### config.mk
export PLATFORM = sky130hd
export DESIGN_NAME = match_event_timer
export DESIGN_NICKNAME = d
export VERILOG_FILES = /design/src/rtl/mtm_pkg.sv /design/src/rtl/mtm_prescale.sv /design/src/rtl/mtm_clear_sync.sv /design/src/rtl/mtm_counter.sv /design/src/rtl/match_event_timer.sv
export SDC_FILE = /design/constraint.sdc
export NUM_CORES = 1
export LEC_CHECK = 0
export BUFFER_PORTS_ARGS = -buffer_cell sky130_fd_sc_hd__buf_2
export CORE_ASPECT_RATIO = 1.75
export CORE_UTILIZATION = 35
export CTS_BUF_LIST = sky130_fd_sc_hd__clkbuf_16
export CTS_CLUSTER_DIAMETER = 60
export DETAILED_ROUTE_END_ITERATION = 10
export GPL_TIMING_DRIVEN = 0
export PLACE_DENSITY = 0.66
export RECOVER_POWER = 25
export SLEW_MARGIN = 15
export SYNTH_ARGS = -nofsm -noshare
export SYNTH_HDL_FRONTEND = slang
export SYNTH_SLANG_ARGS = --single-unit
### constraint.sdc
create_clock -name clk -period 2.65 [get_ports clk]
set_input_delay 0.3975 -clock clk [delete_from_list [all_inputs] [get_ports clk]]
set_output_delay 0.3975 -clock clk [all_outputs]
set_load 0.01 [all_outputs]
### src/rtl/mtm_pkg.sv
package mtm_pkg;

    // Byte offsets of the word registers
    localparam logic [7:0] OFS_MATCH = 8'h00;
    localparam logic [7:0] OFS_COUNT = 8'h04;
    localparam logic [7:0] OFS_CTRL  = 8'h08;
    localparam logic [7:0] OFS_CLEAR = 8'h0C;
    localparam logic [7:0] OFS_PSCL  = 8'h10;
    localparam logic [7:0] OFS_STAT  = 8'h14;

    // Field positions decoded by software
    localparam int CTRL_RUN_BIT    = 0;
    localparam int CTRL_RELOAD_BIT = 1;
    localparam int STAT_PEND_BIT   = 10;

    typedef enum logic [2:0] {
        SEL_NONE,
        SEL_MATCH,
        SEL_COUNT,
        SEL_CTRL,
        SEL_CLEAR,
        SEL_PSCL,
        SEL_STAT
    } reg_sel_e;

    function automatic reg_sel_e decode_sel(input logic [7:0] a);
        reg_sel_e s;
        case (a)
            OFS_MATCH: s = SEL_MATCH;
            OFS_COUNT: s = SEL_COUNT;
            OFS_CTRL:  s = SEL_CTRL;
            OFS_CLEAR: s = SEL_CLEAR;
            OFS_PSCL:  s = SEL_PSCL;
            OFS_STAT:  s = SEL_STAT;
            default:   s = SEL_NONE;
        endcase
        return s;
    endfunction

endpackage

### src/rtl/mtm_prescale.sv
module mtm_prescale #(
    parameter int PS_W = 2
) (
    input  logic            clk,
    input  logic            rst_n,
    input  logic            tick_en,
    input  logic            run,
    input  logic            restart,
    input  logic [PS_W-1:0] div_sel,
    output logic            adv_o
);

    typedef struct packed {
        logic [PS_W-1:0] phase;
    } ps_state_t;

    ps_state_t st_d, st_q;

    always_comb begin
        st_d  = st_q;
        adv_o = run && tick_en && (st_q.phase == div_sel);
        if (restart) begin
            st_d.phase = '0;
        end else if (run && tick_en) begin
            st_d.phase = adv_o ? '0 : st_q.phase + PS_W'(1);
        end
    end

    always_ff @(posedge clk or negedge rst_n) begin
        if (!rst_n) st_q <= '0;
        else        st_q <= st_d;
    end

    // The phase returns to zero after every advance
    assert_phase_wrap_R4: assert property (@(posedge clk) disable iff (!rst_n)
        adv_o |=> (st_q.phase == '0));

    // Without run or a tick the phase is frozen unless restarted
    assert_phase_hold_R3: assert property (@(posedge clk) disable iff (!rst_n)
        (!run && !restart) |=> $stable(st_q.phase));

endmodule

### src/rtl/mtm_clear_sync.sv
module mtm_clear_sync #(
    parameter int SYNC_TICKS = 2
) (
    input  logic clk,
    input  logic rst_n,
    input  logic tick_en,
    input  logic clr_req,
    output logic pending_o,
    output logic fire_o
);

    localparam int STG_W = $clog2(SYNC_TICKS + 1);
    localparam logic [STG_W-1:0] LAST_STG = STG_W'(SYNC_TICKS - 1);

    typedef struct packed {
        logic             pending;
        logic [STG_W-1:0] stage;
    } clr_state_t;

    clr_state_t st_d, st_q;

    always_comb begin
        st_d   = st_q;
        fire_o = st_q.pending && tick_en && (st_q.stage == LAST_STG);
        if (clr_req) begin
            st_d.pending = 1'b1;
            st_d.stage   = '0;
        end else if (st_q.pending && tick_en) begin
            if (fire_o) begin
                st_d.pending = 1'b0;
                st_d.stage   = '0;
            end else begin
                st_d.stage = st_q.stage + STG_W'(1);
            end
        end
    end

    always_ff @(posedge clk or negedge rst_n) begin
        if (!rst_n) st_q <= '0;
        else        st_q <= st_d;
    end

    assign pending_o = st_q.pending;

    // Pending only ever rises because of a write to the clear register
    assert_pend_rise_R5: assert property (@(posedge clk) disable iff (!rst_n)
        $rose(pending_o) |-> $past(clr_req));

    // A completed clear drops the flag unless a new request arrives together
    assert_pend_drop_R5: assert property (@(posedge clk) disable iff (!rst_n)
        (fire_o && !clr_req) |=> !pending_o);

endmodule

### src/rtl/mtm_counter.sv
module mtm_counter #(
    parameter int CNT_W = 32
) (
    input  logic             clk,
    input  logic             rst_n,
    input  logic             en,
    input  logic             reload,
    input  logic             adv,
    input  logic             clr_fire,
    input  logic [CNT_W-1:0] match_val,
    output logic [CNT_W-1:0] count_o,
    output logic             hit_o
);

    typedef struct packed {
        logic [CNT_W-1:0] count;
    } cnt_state_t;

    cnt_state_t st_d, st_q;

    always_comb begin
        st_d  = st_q;
        hit_o = en && (st_q.count == match_val);
        if (clr_fire) begin
            st_d.count = '0;
        end else if (adv) begin
            st_d.count = (reload && hit_o) ? '0 : st_q.count + CNT_W'(1);
        end
    end

    always_ff @(posedge clk or negedge rst_n) begin
        if (!rst_n) st_q <= '0;
        else        st_q <= st_d;
    end

    assign count_o = st_q.count;

    assert_clear_zero_R5: assert property (@(posedge clk) disable iff (!rst_n)
        clr_fire |=> (count_o == '0));

    assert_hold_off_R3: assert property (@(posedge clk) disable iff (!rst_n)
        (!en && !clr_fire) |=> (count_o == $past(count_o)));

    // Plain advance is modulo 2**CNT_W, which covers the wrap
    assert_step_wrap_R6: assert property (@(posedge clk) disable iff (!rst_n)
        (adv && !clr_fire && !(reload && hit_o)) |=> (count_o == $past(count_o) + CNT_W'(1)));

    assert_reload_R8: assert property (@(posedge clk) disable iff (!rst_n)
        (adv && reload && hit_o) |=> (count_o == '0));

endmodule

### src/rtl/match_event_timer.sv
module match_event_timer #(
    parameter int CNT_W      = 32,
    parameter int ADDR_W     = 5,
    parameter int PS_W       = 2,
    parameter int SYNC_TICKS = 2
) (
    input  logic              clk,
    input  logic              rst_n,
    input  logic              tick_en,
    input  logic [ADDR_W-1:0] bus_addr,
    input  logic              bus_we,
    input  logic [31:0]       bus_wdata,
    output logic [31:0]       bus_rdata,
    output logic              irq_o
);
    import mtm_pkg::*;

    typedef struct packed {
        logic [CNT_W-1:0] match;
        logic             run;
        logic             reload;
        logic [PS_W-1:0]  div_sel;
        logic             hit_prev;
        logic             irq;
    } top_state_t;

    top_state_t st_d, st_q;

    reg_sel_e         sel;
    logic             wr_match, wr_ctrl, wr_clear, wr_pscl;
    logic             adv, clr_fire, clr_pending, hit;
    logic [CNT_W-1:0] count;

    assign sel      = decode_sel(8'(bus_addr));
    assign wr_match = bus_we && (sel == SEL_MATCH);
    assign wr_ctrl  = bus_we && (sel == SEL_CTRL);
    assign wr_clear = bus_we && (sel == SEL_CLEAR);
    assign wr_pscl  = bus_we && (sel == SEL_PSCL);

    mtm_prescale #(.PS_W(PS_W)) u_prescale (
        .clk     (clk),
        .rst_n   (rst_n),
        .tick_en (tick_en),
        .run     (st_q.run),
        .restart (wr_pscl || clr_fire),
        .div_sel (st_q.div_sel),
        .adv_o   (adv)
    );

    mtm_clear_sync #(.SYNC_TICKS(SYNC_TICKS)) u_clear (
        .clk       (clk),
        .rst_n     (rst_n),
        .tick_en   (tick_en),
        .clr_req   (wr_clear),
        .pending_o (clr_pending),
        .fire_o    (clr_fire)
    );

    mtm_counter #(.CNT_W(CNT_W)) u_counter (
        .clk       (clk),
        .rst_n     (rst_n),
        .en        (st_q.run),
        .reload    (st_q.reload),
        .adv       (adv),
        .clr_fire  (clr_fire),
        .match_val (st_q.match),
        .count_o   (count),
        .hit_o     (hit)
    );

    always_comb begin
        st_d = st_q;
        if (wr_match) st_d.match = bus_wdata[CNT_W-1:0];
        if (wr_ctrl) begin
            st_d.run    = bus_wdata[CTRL_RUN_BIT];
            st_d.reload = bus_wdata[CTRL_RELOAD_BIT];
        end
        if (wr_pscl) st_d.div_sel = bus_wdata[PS_W-1:0];
        st_d.hit_prev = hit;
        st_d.irq      = hit && !st_q.hit_prev;
    end

    always_ff @(posedge clk or negedge rst_n) begin
        if (!rst_n) st_q <= '0;
        else        st_q <= st_d;
    end

    always_comb begin
        bus_rdata = '0;
        case (sel)
            SEL_MATCH: bus_rdata = 32'(st_q.match);
            SEL_COUNT: bus_rdata = 32'(count);
            SEL_CTRL: begin
                bus_rdata[CTRL_RUN_BIT]    = st_q.run;
                bus_rdata[CTRL_RELOAD_BIT] = st_q.reload;
            end
            SEL_PSCL:  bus_rdata = 32'(st_q.div_sel);
            SEL_STAT:  bus_rdata[STAT_PEND_BIT] = clr_pending;
            default:   bus_rdata = '0;
        endcase
    end

    assign irq_o = st_q.irq;

    assert_irq_single_R7: assert property (@(posedge clk) disable iff (!rst_n)
        irq_o |=> !irq_o);

    assert_irq_needs_run_R9: assert property (@(posedge clk) disable iff (!rst_n)
        irq_o |-> $past(st_q.run));

    assert_match_write_R2: assert property (@(posedge clk) disable iff (!rst_n)
        wr_match |=> (st_q.match == $past(bus_wdata[CNT_W-1:0])));

    assert_ro_ignored_R10: assert property (@(posedge clk) disable iff (!rst_n)
        (bus_we && (sel == SEL_COUNT || sel == SEL_STAT)) |=>
            ($stable(st_q.match) && $stable(st_q.run) && $stable(st_q.reload)));

endmodule

==> results of run 1 <==
registers in the layout (all words and copies together), names as in the netlist:
| name | cells |
|---|---|
| u_counter.count_o | 32 |
| st_q | 37 |
| irq_o | 1 |
| u_clear.st_q | 2 |
| u_prescale.st_q | 2 |
| u_clear.pending_o | 1 |
cell type report:
type / count / area [um^2] / share of cell area
Clock inverter: 7 / 68.8 / 0.0126
Clock buffer: 9 / 225 / 0.0412
Inverter: 7 / 26.3 / 0.00481
Multi-Input combinational cell: 350 / 2470 / 0.451
Buffer: 36 / 174 / 0.0318
Sequential cell: 75 / 1880 / 0.343
Timing Repair Buffer: 80 / 419 / 0.0767
Tap cell: 168 / 210 / 0.0385
cells by family (layout without fill, tap and decap cells):
| group | after synthesis | in the layout | synth area share |
|---|---|---|---|
| buf+inv | 43 | 139 | 0.0435 |
| compound gates | 73 | 73 | 0.118 |
| mux | 39 | 39 | 0.0962 |
| fa+ha+maj | 1 | 1 | 0.00277 |
| simple gates | 197 | 197 | 0.246 |
| flops | 75 | 75 | 0.416 |
| xor+xnor | 40 | 40 | 0.0776 |
Yosys cell counts, types with 5 or more instances:
| master | instances | area share |
|---|---|---|
| dfrtp_1 | 75 | 0.42 |
| mux2_2 | 35 | 0.087 |
| nand2_1 | 35 | 0.029 |
| nand3_1 | 32 | 0.035 |
| nor2_1 | 30 | 0.025 |
| a22o_1 | 29 | 0.056 |
| xnor2_1 | 29 | 0.056 |
| clkbuf_1 | 22 | 0.018 |
| nand4_1 | 17 | 0.024 |
| o21ai_0 | 14 | 0.016 |
| nand2b_1 | 13 | 0.018 |
| and3_1 | 12 | 0.017 |
| xor2_1 | 11 | 0.021 |
| nor3_1 | 10 | 0.011 |
| nor4_1 | 10 | 0.014 |
| buf_2 | 9 | 0.010 |
| a21oi_1 | 8 | 0.0089 |
| a31oi_1 | 7 | 0.0097 |
| inv_1 | 7 | 0.0058 |
| and2_1 | 5 | 0.0069 |
| nor4_2 | 5 | 0.014 |
power by group through the flow:
stage	registers, W	logic (W)	clock network, W
after floorplan	0.00146	0.000508	0
after global placement	0.00153	0.000684	0
after detailed placement	0.00154	0.000711	0
after CTS	0.00152	0.000721	0.00124
after global routing	0.00154	0.000806	0.00130
final	0.00152	0.000734	0.00123
critical path, stage by stage:
cell      delay, ns
buf_2          0.12
nor3_1         0.33
nand2b_1       0.15
nor2_1         0.24
clkbuf_1       0.46
a22o_1         0.26
buf_2          0.14
repair_timing:
item	in CTS	in global routing
resized for setup	2	8
setup endpoints to repair	10	37
buffers inserted	0	7
pin swaps	0	4
metal layers:
metal	vias to the layer above	GRT usage
met5	-	0
met4	0	0.101
met3	43	0.0390
met2	161	0.369
met1	2031	0.260
li1	1885	-
cells in the final DEF, fill, tap and decap left out, types with 5 or more instances in the layout:
master / count
buf_2: 80
dfrtp_1: 75
nand2_1: 35
mux2_2: 35
nand3_1: 32
nor2_1: 30
a22o_1: 29
xnor2_1: 29
clkbuf_1: 20
nand4_1: 17
o21ai_0: 14
nand2b_1: 13
and3_1: 12
xor2_1: 11
nor3_1: 10
nor4_1: 9
clkbuf_16: 9
a21oi_1: 8
inv_1: 7
a31oi_1: 7
buf_4: 7
and2_1: 5
nor4_2: 5
worst paths after layout:
kind	from	endpoint	slack (ns)
min	bus_wdata[20]	st_q[26]$_DFFE_PN0P_	0.28
max reg2reg	st_q[5]$_DFFE_PN0P_	u_counter.count_o[5]$_DFFE_PN0P_	0.17
min reg2reg	st_q[1]$_DFF_PN0_	irq_o$_DFF_PN0_	0.40
min in group asynchronous	rst_n	st_q[1]$_DFF_PN0_	0.56
max in group asynchronous	rst_n	u_counter.count_o[17]$_DFFE_PN0P_	0.53
max	bus_addr[4]	bus_rdata[27]	0.15
metrics by stage:
stage,utilization,std cells,TNS [ns],setup WS (ns)
floorplan,-,468,0,0.333
global placement,0.407,708,-0.720,-0.0837
detailed placement,0.409,709,-0.662,-0.0925
CTS,0.434,725,0,0.0521
global route,0.437,732,0,0.00690
finish,0.437,732,0,0.152
==> results.md, run 1 <==
- The share of the Yosys chip area taken by registers is 0.416.
- The worst hold path was traced through 2 stages.
- The highest achievable clock rate is around 0.40 GHz.
- In this run the deepest clock path goes through 2 buffers.
- The sequential power share is 0.436.
- The number of endpoints with negative hold slack in the final report was 0.
- The post-synth net total is 510.
- The number of filler cells placed in the layout is 1221.
- The switching share of power is 0.320.
- The clock sink count is 75.
- The global placement routability congestion is approximately 0.9.
- The die covers 13400 um^2.
- The endpoint type of the worst setup path is a primary output.
- Counting flops with a built-in enable in the synthesized netlist gives 0.
- Summed over all nets, the switching power comes to 0.00112 W.
- Yosys mapped the design onto 49 distinct sky130hd cell types.
- The first global-routing pass estimated 21.8 mm of wire.
- The routed wire length is around 14 mm.
- Relative to the synthesized area, the layout overhead comes to 21.1%.
- The initial utilization of the core area, before any placement, comes to 0.361.
- For the worst setup path, the data arrival time is between 2 and 2.5 ns.
- STA classifies the critical path startpoint as an input pin.
- The min-delay analysis places its worst path in the category in -> reg.
- The checks that failed: capacitance limit, slew limit.
- Cell internal power was estimated by the tool at 0.00237 W.
- The count of antenna diodes in the layout is 0.
- The floorplan has 54 rows.
- The root cell of the clock tree is clkbuf_16.
- The met3 wire length is 689 um.
- The highest metal layer carrying signal wires in the routed design is met4.
- Setup violations remaining at the end of the flow were counted as 0.
- The final layout net count is 601.
- The estimated wirelength of the detail-placed design is 10.4 mm.
- Counting the buffers created by CTS gives 9.
- Dividing the detail-routed wire length by the instance count gives 19.0 um.
- Using the TritonRoute via totals, the vias-per-cell ratio works out to around 5.6.
- The cell leakage power is 2.48 nW.
- The die outline height is around 150 um.
- The primary flip-flop cell chosen by synthesis mapping is dfrtp_1.
- Total power for the finished layout comes to 0.00349 W.
- Measured along the x axis, the die boundary spans roughly 88 um.
- The part of the cycle the worst path needs is 0.943.
- The number of levels in the clock H-tree is 3.
- The detailed router put a total of 5.46 mm of wire on met1.
- The run finished, with violations left.
- Measured against its own limit, the worst slew margin works out to -0.249.
- The peak fanout along the critical path is 10.
- The DRC violation total after the first TritonRoute iteration is roughly 380.
- For this run the aggregate overflow at the end of global routing stands at 0.
- Counting cells, the worst reg-to-reg path comes to 7.
- The final max-slew violation count is 36.
- The global router's overall resource usage is 0.217.
- TritonCTS built the clock tree.
- At the worst endpoint, the required time is 2.25 ns.
- Of the cells placed in the final design, the portion with a size suffix greater than 1 is 0.289.
- The clock network latency to the later pin of the worst-skew pair is 0.35 ns.
- The count of vias placed by the detailed router is 4120.
- The share of total power dissipated in combinational logic is 0.211.
- The clock share of power is 0.353.
- In this run the power density over the cells is ~640 nW/um^2.
- The post-layout instance area is 5470 um^2.
- The detailed-routed wire length on met2 is 7.24 mm.
- At the pin with the least slew margin, the transition time is 1.87 ns.
- The number of hold buffers added after CTS is 0.
- The clock period minus final worst setup slack is 2.50 ns.
- After detailed routing, the number of remaining DRC violations is 0.
- The gate count after technology mapping is 468.
- The number of antenna violations at the first check in global routing was 0.
- After detailed placement, the total cell area comes to 5110 um^2.
- The maximum clock skew at final layout is 0.00516 ns.
- The reported max-cap violation count is 1.
- The detail route stage leaves a number of antenna-violating nets equal to 0.
- A synthesized cell averages 9.65 um^2.
- The worst hold margin is approximately 0.28 ns.
- The clock-pin slew reported for the worst setup and hold paths after clock tree synthesis is 0.06 ns.
- The largest net degree at the start of global routing is between 40 and 50.
- Yosys printed 0 warnings.
- The first detailed-routing pass ran for 5 iterations.
- Across the VDD grid, the largest voltage drop is between 300 and 400 uV.
- The core box area is 12500 um^2.
- In this run, synthesis produced a sequential element count of 75.
- The via count of the first global-routing pass is ~4100.
- The number of input and output port buffers inserted is 72.
- The critical path is of the in -> out type.
- The synthesized area is 4510 um^2.
- The fraction of registers with async set or reset after synthesis is 1.00.
- Setup repair after global routing left no endpoint under its margin.
- The I/O pin count is 74.
(Power assumes the default switching activity.)
==> run 2: changes to the inputs <==
Settings changed: CORE_UTILIZATION 35 to 57, PLACE_DENSITY 0.66 to 0.92.
==> run 2 against run 1 <==
The run still ends with capacitance limit, slew limit left. Setup slack worse by 0.014 ns. Critical endpoint is now u_counter.count_o[27]$_DFFE_PN0P_. Global-route usage increased by 13 points. Routed wire length down 1.2%. Cell count decreased by 11%. Sequential share of layout area rose by 0.43 points.
==> results.md, run 2 (synthesis results as in run 1) <==
- Run status: finished with violations (unchanged).
- Violated checks: capacitance limit, slew limit (unchanged).
- The number of levels in the clock H-tree came to 3 (unchanged).
- The global router's overall resource usage is 0.344 (was 0.217).
- The core box area was 7620 um^2 (was 12500 um^2).
- The slowest cell on the critical path is or4b_2 (was clkbuf_1).
- The routed wire length is 13.7 mm (was 13.9 mm).
- The die extent in x was 69.3 um (was 87.9 um).
- The flip-flop count of the largest register, all copies and words added is 37 (unchanged).
- The TritonCTS clock tree is built (unchanged).
- The worst setup slack before clock tree synthesis was -0.0302 ns (was -0.0925 ns).
- The capturing point of the worst reg2reg path was u_counter.count_o[27]$_DFFE_PN0P_ (was u_counter.count_o[5]$_DFFE_PN0P_).
- The detailed-routing iteration count for the pre-antenna-repair pass is 5 (unchanged).
- The power density over cell area came to 664 nW/um^2 (was 638 nW/um^2).
- The sum of buffers and inverters on the critical path is 3 (unchanged).
- The arrival time at the worst endpoint came to 2.77 ns (was 2.10 ns).
- The commonest non-fill, non-tap cell in the layout was buf_2 (unchanged).
- The maximum clock skew at final layout is 0.00793 ns (was 0.00516 ns).
- Most frequent cells in the layout: 80 x buf_2, 75 x dfrtp_1, 35 x nand2_1, 35 x mux2_2, 32 x nand3_1 (unchanged).
- The area enclosed by the die boundary is 8290 um^2 (was 13400 um^2).
- The count of standard-cell rows is 42 (was 54).
- The number of input and output port buffers inserted came to 72 (unchanged).
- The clock period minus final worst setup slack is 2.51 ns (was 2.50 ns).
- The DRC violation total after the first TritonRoute iteration is 501 (was 376).
- The startpoint of the worst setup timing path is u_counter.count_o[2]$_DFFE_PN0P_ (was bus_addr[4]).
- The routed length per placed instance came to 21.1 um (was 19.0 um).
- The global placement routability congestion is 0.996 (was 0.899).
- The deepest clock path buffer count came to 2 (unchanged).
- The startpoint of the worst hold path is bus_wdata[20] (unchanged).
- The peak fanout along the critical path is 9 (was 10).
- The I/O pin count is 74 (unchanged).
- The initial cell density of the core is 0.592 (was 0.361).
- The estimated wirelength of the detail-placed design is 9.65 mm (was 10.4 mm).
- The number of stages on the worst hold path is 2 (unchanged).
- The number of buffers added by the clock tree synthesis step is 9 (unchanged).
- The endpoint type of the worst setup path is a flop (was primary output).
- The part of the cycle the worst path needs was 0.948 (was 0.943).
- The worst hold margin is 0.282 ns (was 0.278 ns).
- The class of the most critical setup path is reg -> reg (was in -> out).
- The final max-slew violation count is 36 (unchanged).
- The clock-pin slew reported for the worst setup and hold paths after clock tree synthesis is 0.06 ns (about the same).
- The ratio of cells with drive above 1 in the final layout came to 0.290 (was 0.289).
- The die outline height is 120 um (was 152 um).
- The number of hold buffers added after CTS is 0 (unchanged).
- The number of endpoints with negative hold slack in the final report is 0 (unchanged).
- The count of antenna diodes in the layout is 0 (unchanged).
- The delay of the slowest cell on the worst path is 0.60 ns (was 0.46 ns).
- The count of vias placed by the detailed router came to 4421 (was 4120).
- The remaining max-slew budget at the tightest pin is -0.252 (was -0.249).
- The post-synthesis to final-layout area growth was 19.6% (was 21.1%).
- The clock network latency to the later pin of the worst-skew pair is 0.35 ns (about the same).
- Critical path, cell by cell: buf_2 > and4_1 > and3_1 > buf_2 > and3_1 > buf_2 > nand2_1 > or4b_2 > a31oi_1 (was buf_2 > nor3_1 > nand2b_1 > nor2_1 > clkbuf_1 > a22o_1 > buf_2).
- The final layout net count was 602 (was 601).
- The path type of the worst min-delay path is in -> reg (unchanged).
- The worst-case register-to-register setup slack is 0.14 ns (was 0.17 ns).
- The type of origin of the critical path was a flop (was input pin).
- The data required time at the worst endpoint is 2.90 ns (was 2.25 ns).
- The reported max-cap violation count is 1 (unchanged).
- The highest achievable clock rate is 0.398 GHz (was 0.400 GHz).
- The peak ir drop on the vdd network is 619 uV (was 395 uV).
- The category of cells accounting for the largest share of critical-path delay is simple AND/OR/NAND/NOR gates (was buffers and inverters).
- The beginning of the worst register-to-register path is u_counter.count_o[2]$_DFFE_PN0P_ (was st_q[5]$_DFFE_PN0P_).
- The post-layout instance area is 5400 um^2 (was 5470 um^2).
- The largest net degree at the start of global routing is 42 (unchanged).
- The number of antenna violations at the first check in global routing is 0 (unchanged).
- The area of placed instances is 5010 um^2 (was 5110 um^2).
- The first-pass GRT wire length came to 21.8 mm (about the same).
- The final number of setup-violating endpoints is 0 (unchanged).
- RSZ-0062 raised after global routing: no (unchanged).
- The worst-case hold path end point was st_q[26]$_DFFE_PN0P_ (unchanged).
- The register ranked first by flip-flop count is st_q (unchanged).
- The critical path's most frequent cell is buf_2 (unchanged).
- The cell leakage power came to 2.51 nW (was 2.48 nW).
- The root cell of the clock tree is clkbuf_16 (unchanged).
- The mean number of vias per cell is 6.77 (was 5.63).
- The clock sink count was 75 (unchanged).
- The detailed-route DRC error count is 0 (unchanged).
- The number of filler cells placed in the layout is 514 (was 1221).
- The setup slack of the critical path after layout was 0.138 ns (was 0.152 ns).
- The number of routed nets with antenna violations is 0 (unchanged).
- The sum of overflow across all layers after global routing came to 0 (unchanged).
- The path depth of the worst reg2reg path is 9 (was 7).
- The via count of the first global-routing pass was 4304 (was 4137).
- The transition time at the pin with the least slew margin is 1.88 ns (was 1.87 ns).
-- run 2: cell type report --
type	instances	area [um^2]	share of cell area
repair buffers	81	427	0.0790
clock buffers	9	225	0.0417
well taps	88	110	0.0204
inverters	7	26.3	0.00487
clock inverters	7	92.6	0.0171
plain buffers	36	175	0.0324
multi-input cells	350	2470	0.457
flip-flops and latches	75	1880	0.348
-- run 2: worst max path at each step --
stage                                             end  slack (ns)  cells past startpoint
detailed placement  u_counter.count_o[31]$_DFFE_PN0P_       -0.03                      7
global placement    u_counter.count_o[31]$_DFFE_PN0P_       -0.02                      7
global route        u_counter.count_o[17]$_DFFE_PN0P_        0.02                      8
CTS                  u_counter.count_o[8]$_DFFE_PN0P_        0.05                      8
floorplan           u_counter.count_o[12]$_DFFE_PN0P_        0.33                      8
finish              u_counter.count_o[27]$_DFFE_PN0P_        0.14                      9
-- run 2: routing by layer --
| layer | up-vias | wire (um) | track usage | part of all wire |
|---|---|---|---|---|
| met5 | - | 0 | 0 | 0 |
| met1 | 2138 | 4730 | 0.391 | 0.34 |
| li1 | 1893 | - | - | - |
| met2 | 307 | 7030 | 0.593 | 0.51 |
| met4 | 0 | 851 | 0.207 | 0.062 |
| met3 | 83 | 1130 | 0.0630 | 0.082 |
-- run 2: what timing repair did --
item	CTS	global route
buffers inserted	0	8
gates cloned	0	0
pin swaps	0	4
gates resized for setup	2	10
setup endpoints to repair	10	34
-- run 2: where the power goes --
part / switching [W] / total (W) / internal (W)
Sequential: 0.000219 / 0.00153 / 0.00131
Combinational: 0.000409 / 0.000744 / 0.000335
Clock: 0.000490 / 0.00131 / 0.000822
-- run 2: per-stage QoR --
stage | utilization | total power [W] | std cells | setup TNS (ns)
after global routing | 0.709 | 0.00370 | 653 | 0
after detailed placement | 0.657 | 0.00223 | 629 | -0.173
after CTS | 0.701 | 0.00355 | 645 | 0
after global placement | 0.654 | 0.00219 | 628 | -0.0497
final | 0.709 | 0.00359 | 653 | 0
after floorplan | - | 0.00197 | 468 | 0
-- run 2: worst reg2reg max path: stages, from the launching register on --
cell and delay [ns]:
dfrtp_1 0.31, buf_2 0.21, and4_1 0.30, and3_1 0.19, buf_2 0.18, and3_1 0.17, buf_2 0.16, nand2_1 0.10
or4b_2 0.60, a31oi_1 0.19
